**config.mk**
```make
export PLATFORM = sky130hd
export DESIGN_NAME = bar_cfg_decode
export DESIGN_NICKNAME = d
export VERILOG_FILES = /design/src/rtl/barcfg_pkg.sv /design/src/rtl/bar_slot.sv /design/src/rtl/bar_first_hit.sv /design/src/rtl/bar_cfg_decode.sv
export SDC_FILE = /design/constraint.sdc
export NUM_CORES = 1
export LEC_CHECK = 0
export BUFFER_PORTS_ARGS = -buffer_cell sky130_fd_sc_hd__buf_4
export CORE_MARGIN = 2
export CORE_UTILIZATION = 52
export DETAILED_ROUTE_END_ITERATION = 16
export PLACE_DENSITY = 0.75
export SYNTH_ARGS = -nofsm -noshare
export SYNTH_HDL_FRONTEND = slang
export SYNTH_SLANG_ARGS = --single-unit
```
**constraint.sdc**
```tcl
create_clock -name clk -period 4.2 [get_ports clk]
set_input_delay 0.21 -clock clk [delete_from_list [all_inputs] [get_ports clk]]
set_output_delay 0.21 -clock clk [all_outputs]
set_load 0.05 [all_outputs]
```
**src/rtl/barcfg_pkg.sv**
```systemverilog
package barcfg_pkg;

   // Kind of region a slot decodes
   typedef enum logic [1:0] {
      SP_NONE  = 2'd0,
      SP_IO    = 2'd1,
      SP_MEM32 = 2'd2
   } space_e;

   // Address bits that are not part of the base, per region kind
   localparam int unsigned IO_FLAG_BITS  = 2;
   localparam int unsigned MEM_FLAG_BITS = 4;

endpackage

```
**src/rtl/bar_slot.sv**
```systemverilog
module bar_slot
   import barcfg_pkg::*;
#(
   parameter int unsigned ADDR_W = 32,
   parameter space_e      SPACE  = SP_IO,
   parameter int unsigned SIZE   = 1
) (
   input  logic              clk,
   input  logic              rst_n,
   input  logic              wr_en,
   input  logic [ADDR_W-1:0] wdata,
   output logic [ADDR_W-1:0] rd_value,
   input  logic [ADDR_W-1:0] acc_addr,
   output logic              hit,
   output logic [ADDR_W-1:0] offset
);

   localparam int unsigned FLAG_BITS = (SPACE == SP_IO) ? IO_FLAG_BITS : MEM_FLAG_BITS;
   localparam logic [ADDR_W-1:0] FLAG_CLR  = ~ADDR_W'((1 << FLAG_BITS) - 1);
   localparam logic [ADDR_W-1:0] SPACE_BIT = ADDR_W'(SPACE == SP_IO);
   localparam logic [ADDR_W-1:0] SIZE_M1   = ADDR_W'(SIZE - 1);
   localparam logic [ADDR_W-1:0] PROBE_VAL = (~SIZE_M1 & FLAG_CLR) | SPACE_BIT;
   localparam logic [ADDR_W:0]   SIZE_X    = (ADDR_W + 1)'(SIZE);

   if (SIZE == 0 || (SIZE & (SIZE - 1)) != 0) begin : g_bad_size
      $error("bar_slot: SIZE must be a nonzero power of two");
   end
   if (SPACE == SP_NONE) begin : g_bad_space
      $error("bar_slot: an implemented slot needs an I/O or memory space");
   end
   if (ADDR_W < 8) begin : g_bad_width
      $error("bar_slot: ADDR_W too small");
   end

   logic [ADDR_W-1:0] stored_q;
   logic [ADDR_W:0]   base_x;
   logic [ADDR_W:0]   limit_x;
   logic [ADDR_W:0]   addr_x;

   always_ff @(posedge clk or negedge rst_n) begin
      if (!rst_n) begin
         stored_q <= '0;
      end else if (wr_en) begin
         stored_q <= wdata | SPACE_BIT;
      end
   end

   // All ones is the sizing probe: answer with the size mask
   assign rd_value = (stored_q == '1) ? PROBE_VAL : stored_q;

   // Range test one bit wider than the address so the bound never wraps
   assign base_x  = {1'b0, stored_q[ADDR_W-1:1], 1'b0};
   assign limit_x = base_x + SIZE_X;
   assign addr_x  = {1'b0, acc_addr};
   assign hit     = (addr_x >= base_x) && (addr_x < limit_x);
   assign offset  = acc_addr - base_x[ADDR_W-1:0];

endmodule

```
**src/rtl/bar_first_hit.sv**
```systemverilog
module bar_first_hit #(
   parameter int unsigned N      = 6,
   parameter int unsigned ADDR_W = 32,
   parameter int unsigned IDX_W  = 3
) (
   input  logic [N-1:0]             hit_vec,
   input  logic [N-1:0][ADDR_W-1:0] off_vec,
   output logic                     hit,
   output logic [IDX_W-1:0]         idx,
   output logic [ADDR_W-1:0]        off
);

   // Walk downward so the lowest-numbered hitting slot is the last to write
   always_comb begin
      hit = 1'b0;
      idx = '0;
      off = '0;
      for (int i = N - 1; i >= 0; i--) begin
         if (hit_vec[i]) begin
            hit = 1'b1;
            idx = IDX_W'(i);
            off = off_vec[i];
         end
      end
   end

endmodule

```
**src/rtl/bar_cfg_decode.sv**
```systemverilog
module bar_cfg_decode
   import barcfg_pkg::*;
#(
   parameter int unsigned NUM_BARS     = 6,
   parameter int unsigned ADDR_W       = 32,
   parameter int unsigned CFG_W        = 8,
   parameter int unsigned CMD_W        = 16,
   parameter int unsigned IO_SIZE      = 1,
   parameter int unsigned MEM_SIZE     = 256,
   parameter int unsigned BAR_BASE_OFF = 'h10,
   parameter int unsigned CMD_OFF      = 'h04,
   parameter int unsigned IDX_W        = $clog2(NUM_BARS)
) (
   input  logic              clk,
   input  logic              rst_n,
   input  logic [CFG_W-1:0]  cfg_addr,
   input  logic              cfg_we,
   input  logic [ADDR_W-1:0] cfg_wdata,
   output logic [ADDR_W-1:0] cfg_rdata,
   input  logic [ADDR_W-1:0] acc_addr,
   output logic              dec_hit,
   output logic [IDX_W-1:0]  dec_idx,
   output logic [ADDR_W-1:0] dec_off
);

   localparam int unsigned WIN_END = BAR_BASE_OFF + 4 * NUM_BARS;

   if (NUM_BARS < 2) begin : g_bad_count
      $error("bar_cfg_decode: at least two slots are required");
   end
   if (IDX_W < $clog2(NUM_BARS)) begin : g_bad_idx
      $error("bar_cfg_decode: IDX_W cannot hold every slot number");
   end
   if ((BAR_BASE_OFF % 4) != 0 || (CMD_OFF % 4) != 0) begin : g_bad_align
      $error("bar_cfg_decode: register offsets must be word aligned");
   end
   if (WIN_END > (1 << CFG_W)) begin : g_bad_window
      $error("bar_cfg_decode: slot window exceeds configuration space");
   end
   if (CMD_OFF >= BAR_BASE_OFF && CMD_OFF < WIN_END) begin : g_bad_overlap
      $error("bar_cfg_decode: command register overlaps the slot window");
   end
   if (CMD_W > ADDR_W) begin : g_bad_cmd
      $error("bar_cfg_decode: command register wider than data");
   end

   // Configuration offset decode
   logic             in_win;
   logic [IDX_W-1:0] bar_sel;
   logic [CFG_W-1:0] win_rel;
   logic             cmd_sel;

   assign win_rel = cfg_addr - CFG_W'(BAR_BASE_OFF);
   assign in_win  = (cfg_addr[1:0] == 2'b00)
                 && ({1'b0, cfg_addr} >= (CFG_W + 1)'(BAR_BASE_OFF))
                 && ({1'b0, cfg_addr} <  (CFG_W + 1)'(WIN_END));
   assign bar_sel = IDX_W'(win_rel >> 2);
   assign cmd_sel = (cfg_addr == CFG_W'(CMD_OFF));

   // Command register
   logic [CMD_W-1:0] cmd_q;

   always_ff @(posedge clk or negedge rst_n) begin
      if (!rst_n) begin
         cmd_q <= '0;
      end else if (cfg_we && cmd_sel) begin
         cmd_q <= cfg_wdata[CMD_W-1:0];
      end
   end

   // Slots
   logic [NUM_BARS-1:0][ADDR_W-1:0] bar_rd;
   logic [NUM_BARS-1:0][ADDR_W-1:0] bar_off;
   logic [NUM_BARS-1:0]             bar_hit;

   for (genvar i = 0; i < NUM_BARS; i++) begin : g_slot
      logic wr_this;
      assign wr_this = cfg_we && in_win && (bar_sel == IDX_W'(i));

      if (i == 0) begin : g_io
         bar_slot #(
            .ADDR_W (ADDR_W),
            .SPACE  (SP_IO),
            .SIZE   (IO_SIZE)
         ) u_slot (
            .clk      (clk),
            .rst_n    (rst_n),
            .wr_en    (wr_this),
            .wdata    (cfg_wdata),
            .rd_value (bar_rd[i]),
            .acc_addr (acc_addr),
            .hit      (bar_hit[i]),
            .offset   (bar_off[i])
         );
      end else if (i == 1) begin : g_mem
         bar_slot #(
            .ADDR_W (ADDR_W),
            .SPACE  (SP_MEM32),
            .SIZE   (MEM_SIZE)
         ) u_slot (
            .clk      (clk),
            .rst_n    (rst_n),
            .wr_en    (wr_this),
            .wdata    (cfg_wdata),
            .rd_value (bar_rd[i]),
            .acc_addr (acc_addr),
            .hit      (bar_hit[i]),
            .offset   (bar_off[i])
         );
      end else begin : g_none
         // Unimplemented: no storage, size zero, never decodes
         assign bar_rd[i]  = '0;
         assign bar_hit[i] = 1'b0;
         assign bar_off[i] = '0;
      end
   end

   // Configuration read mux
   always_comb begin
      if (cmd_sel) begin
         cfg_rdata = ADDR_W'(cmd_q);
      end else if (in_win) begin
         cfg_rdata = bar_rd[bar_sel];
      end else begin
         cfg_rdata = '0;
      end
   end

   // Access decode
   bar_first_hit #(
      .N      (NUM_BARS),
      .ADDR_W (ADDR_W),
      .IDX_W  (IDX_W)
   ) u_pick (
      .hit_vec (bar_hit),
      .off_vec (bar_off),
      .hit     (dec_hit),
      .idx     (dec_idx),
      .off     (dec_off)
   );

endmodule

```
==> summary.txt <==
Timing
  • Final setup fails: 6
  • Fin worst setup slack: -9.53 ps
  • Clk_skew: 0 ps
  • Final TNS setup: -22.2 ps
  • Worst-margin pin slew: 1210 ps
  • Final Critical Period: 4210 ps
  • Slew HR: 0.195
  • Final count of pins violating max slew: 0
  • Highest clock rate: ~0.24 GHz
  • Final worst-path cycle share: 1.00
  • Fin. Hold Viols: 0
  • RSZ-0062 raised after global routing: true

Clocking
  • H-tree depth: 3
  • TritonCTS clock tree: yes
  • # clock sinks: 80
  • Clk slew on worst S/H paths: 60 ps
  • Clk Latency, worst-skew pair: 330 ps
  • Clock Tree Buf Depth: 2
  • Num CTS Buffers: 9
  • CTS root buffer: clkbuf_16

Worst hold path
  • Type of the worst min-delay path: input port to async pin

Placed design
  • DP Wirelength: ~19000 um
  • Dpl cells: 1161
  • DP Area: 0.00902 sq mm
  • Pre-CTS setup slack: 49.0 ps
  • Port bufs: 140
  • GPL Wtd Cong: a little over 0.9

Die
  • Core area: about 0.014 sq mm
  • Initial Utilization: 0.531
  • Die Area: roughly 0.016 sq mm
  • # IOs: approximately 140
  • Die Width: 126 um
  • Die height: 126 um
  • Row count: 44

Power and ir drop
  • Tot Pwr: approximately 0.0025 W
  • Clock power frac: 0.305
  • PwrDens: between 200 and 300 mW/mm^2
  • Flop pwr share: 0.335
  • P_leak: approximately 4.5 nW
  • P_sw: 0.000895 W
  • Combinational Power Share: 0.360
  • Switching part of the total: 0.354
  • Max IR drop VDD: roughly 220 uV
  • Internal Power: roughly 0.0016 W

Drt
  • Vias post-DR: approximately 7300
  • Avg WL per Cell: between 20 and 25 um
  • Iter 0 DRT Violations: roughly 820
  • Drt first pass iters: 6
  • # DRC: 0
  • Metal2 WL: 10800 um
  • Routed length on met3: about 1700 um
  • Total wire length: between 20000 and 25000 um
  • Top sig layer: met4
  • Metal-1 WL: 10900 um
  • Final ANT Viol Nets: 0
  • DR vias/cell: just over 6

Synthesis
  • Cells after Synth: 841
  • Syn Area/Cell: roughly 9.1 sq um
  • Sequential cell area fraction in the yosys report: 0.260
  • Yosys warns: 0
  • Synth top area share: 0.260
  • Ys async rst share: 1.00
  • Yosys reg bits: 80
  • Synth area leader: dfrtp_1
  • Post-synth EDFFs: 0
  • Netlist Area Pre-Place: between 0.007 and 0.008 sq mm
  • Distinct cells, synth: 71
  • Most frequent cells after synthesis: ha_1 (88), inv_1 (84), dfrtp_1 (80), mux2_2 (80), a21oi_1 (59)
  • Synth top area cells: dfrtp_1 (26%), ha_1 (14%), mux2_2 (12%)
  • Most frequent cell after synthesis: ha_1
  • Synth Flop Type: dfrtp_1

GRT
  • Largest net degree at the start of global routing: between 80 and 90
  • Initial antenna violation count: 0
  • Vias in the first global route: 6986
  • Grt total ovfl: 0
  • Global-route usage over all layers: 0.301
  • First-pass GRT wire length: between 30000 and 40000 um

Worst setup path
  • Worst Setup Start Kind: flip-flop
  • Critical path class: flip-flop to primary output
  • Worst setup EP type: primary output
  • CP Max Fanout: 9
  • Crit path required time: roughly 4000 ps
  • WP data arrival: ~4000 ps

Outcome
  • Outcome: complete, but fails checks
  • Violated checks: negative setup slack

Finish
  • Area of the multi-input gates: about 0.0053 sq mm
  • ANT cells: 0
  • Fin area: between 0.009 and 0.01 sq mm
  • Register area: 0.00200 sq mm
  • Layout net count: about 1200
  • Filler cell count: approximately 1200
  • Area delta synth->final: 25.3%
  • Final non-filler cell total: 1190
  • Layout cell share with drive strength beyond 1: 0.310

Run
  • Number of max-cap violations: 0
cell families (layout without fill, tap and decap cells):
logic type	Yosys count	in the layout	synth area share
AOI/OAI and AO/OA	248	248	0.232
xor gates and xnor gates	49	49	0.0558
adders and majority gates	90	90	0.148
buffers and inverters	114	277	0.0597
DFF	80	80	0.260
muxes	81	81	0.118
other	1	2	0.000487
and+or+nand+nor	178	179	0.125
worst max-delay path, stage by stage (launching register included):
cell and delay, ps:
dfrtp_1 360, inv_2 60, nor3_4 220, nand3_2 140, nor4_4 280, nand3_1 130, xnor2_1 150, ha_1 290
a21o_1 180, a21o_1 180, or4_4 520, nor3_4 180, o22ai_2 110, a32oi_4 200, buf_12 160, nand2_8 110
o22ai_1 160, buf_4 230
routing by layer:
metal	vias to the layer above	global-route usage
li1	3481	-
met1	3500	0.443
met2	295	0.457
met4	0	0.0895
met3	38	0.0472
met5	-	0
cells in the final DEF, fill, tap and decap left out, types with 7 or more instances in the layout:
cell type,Yosys,final
a211oi_1,9,9
a21o_1,37,37
a21oi_1,59,59
a22o_1,17,17
a22oi_1,9,9
a31oi_1,8,8
and3_1,8,7
buf_4,3,146
buf_6,2,23
clkbuf_16,0,9
dfrtp_1,80,79
ha_1,88,87
inv_1,84,83
mux2_2,80,80
nand2_1,45,45
nand2b_1,7,7
nand3_1,25,23
nand4_1,27,27
nor2_1,23,23
nor3_1,13,8
o21ai_0,31,30
o22ai_1,9,8
o22ai_2,8,9
o41ai_1,7,7
xnor2_1,37,37
xor2_1,12,12
repair_timing:
| action | 4_1_cts | 5_1_grt |
|---|---|---|
| buffers inserted | 8 | 3 |
| resized for setup | 32 | 17 |
| pin swaps | 3 | 1 |
| hold buffers | 0 | 0 |
| cloned | 2 | 0 |
| setup endpoints to repair | 33 | 33 |
state kept, by name, summed over array words and instances, names as in the netlist:
signal / count
g_slot.g_mem.u_slot.stored_q: 32
g_slot.g_io.u_slot.stored_q: 32
cmd_q: 16
power by group through the flow:
stage          registers, W  clock network (W)  logic (W)
4_1_cts            0.000846           0.000780   0.000888
2_1_floorplan      0.000846                  0   0.000582
5_1_grt            0.000851           0.000821   0.000984
3_3_place_gp       0.000857                  0   0.000843
3_5_place_dp       0.000859                  0   0.000848
6_report           0.000848           0.000773   0.000910
worst paths after layout:
| check | startpoint | end | slack [ps] | depth (start not counted) |
|---|---|---|---|---|
| min in group clk | cfg_wdata[0] | g_slot[1].g_mem.u_slot.stored_q[0] | 120 | 2 |
| min | rst_n | g_slot[0].g_io.u_slot.stored_q[1] | 30 | 1 |
| max | g_slot[1].g_mem.u_slot.stored_q[19] | dec_off[7] | -10 | 17 |
| min reg2reg | cmd_q[2] | cmd_q[2] | 510 | 1 |
| max in group asynchronous | rst_n | g_slot[1].g_mem.u_slot.stored_q[10] | 3490 | 1 |
| max reg2reg | g_slot[1].g_mem.u_slot.stored_q[8] | g_slot[1].g_mem.u_slot.stored_q[8] | 3160 | 3 |
cell type report:
type                            count  share of cell area
Tap cell                          184              0.0239
Timing Repair inverter              1             0.00169
Timing Repair Buffer              173               0.147
Clock buffer                       10              0.0237
Clock inverter                      6             0.00714
Inverter                           87              0.0352
Multi-Input combinational cell    649               0.553
Sequential cell                    80               0.208
per-stage QoR:
stage,utilization,hold WS (ps)
finish,0.666,28.2
global route,0.666,112
CTS,0.660,68.2
detailed placement,0.623,429
global placement,0.623,437
floorplan,-,-85.6
Power figures use the tool's default switching activity.
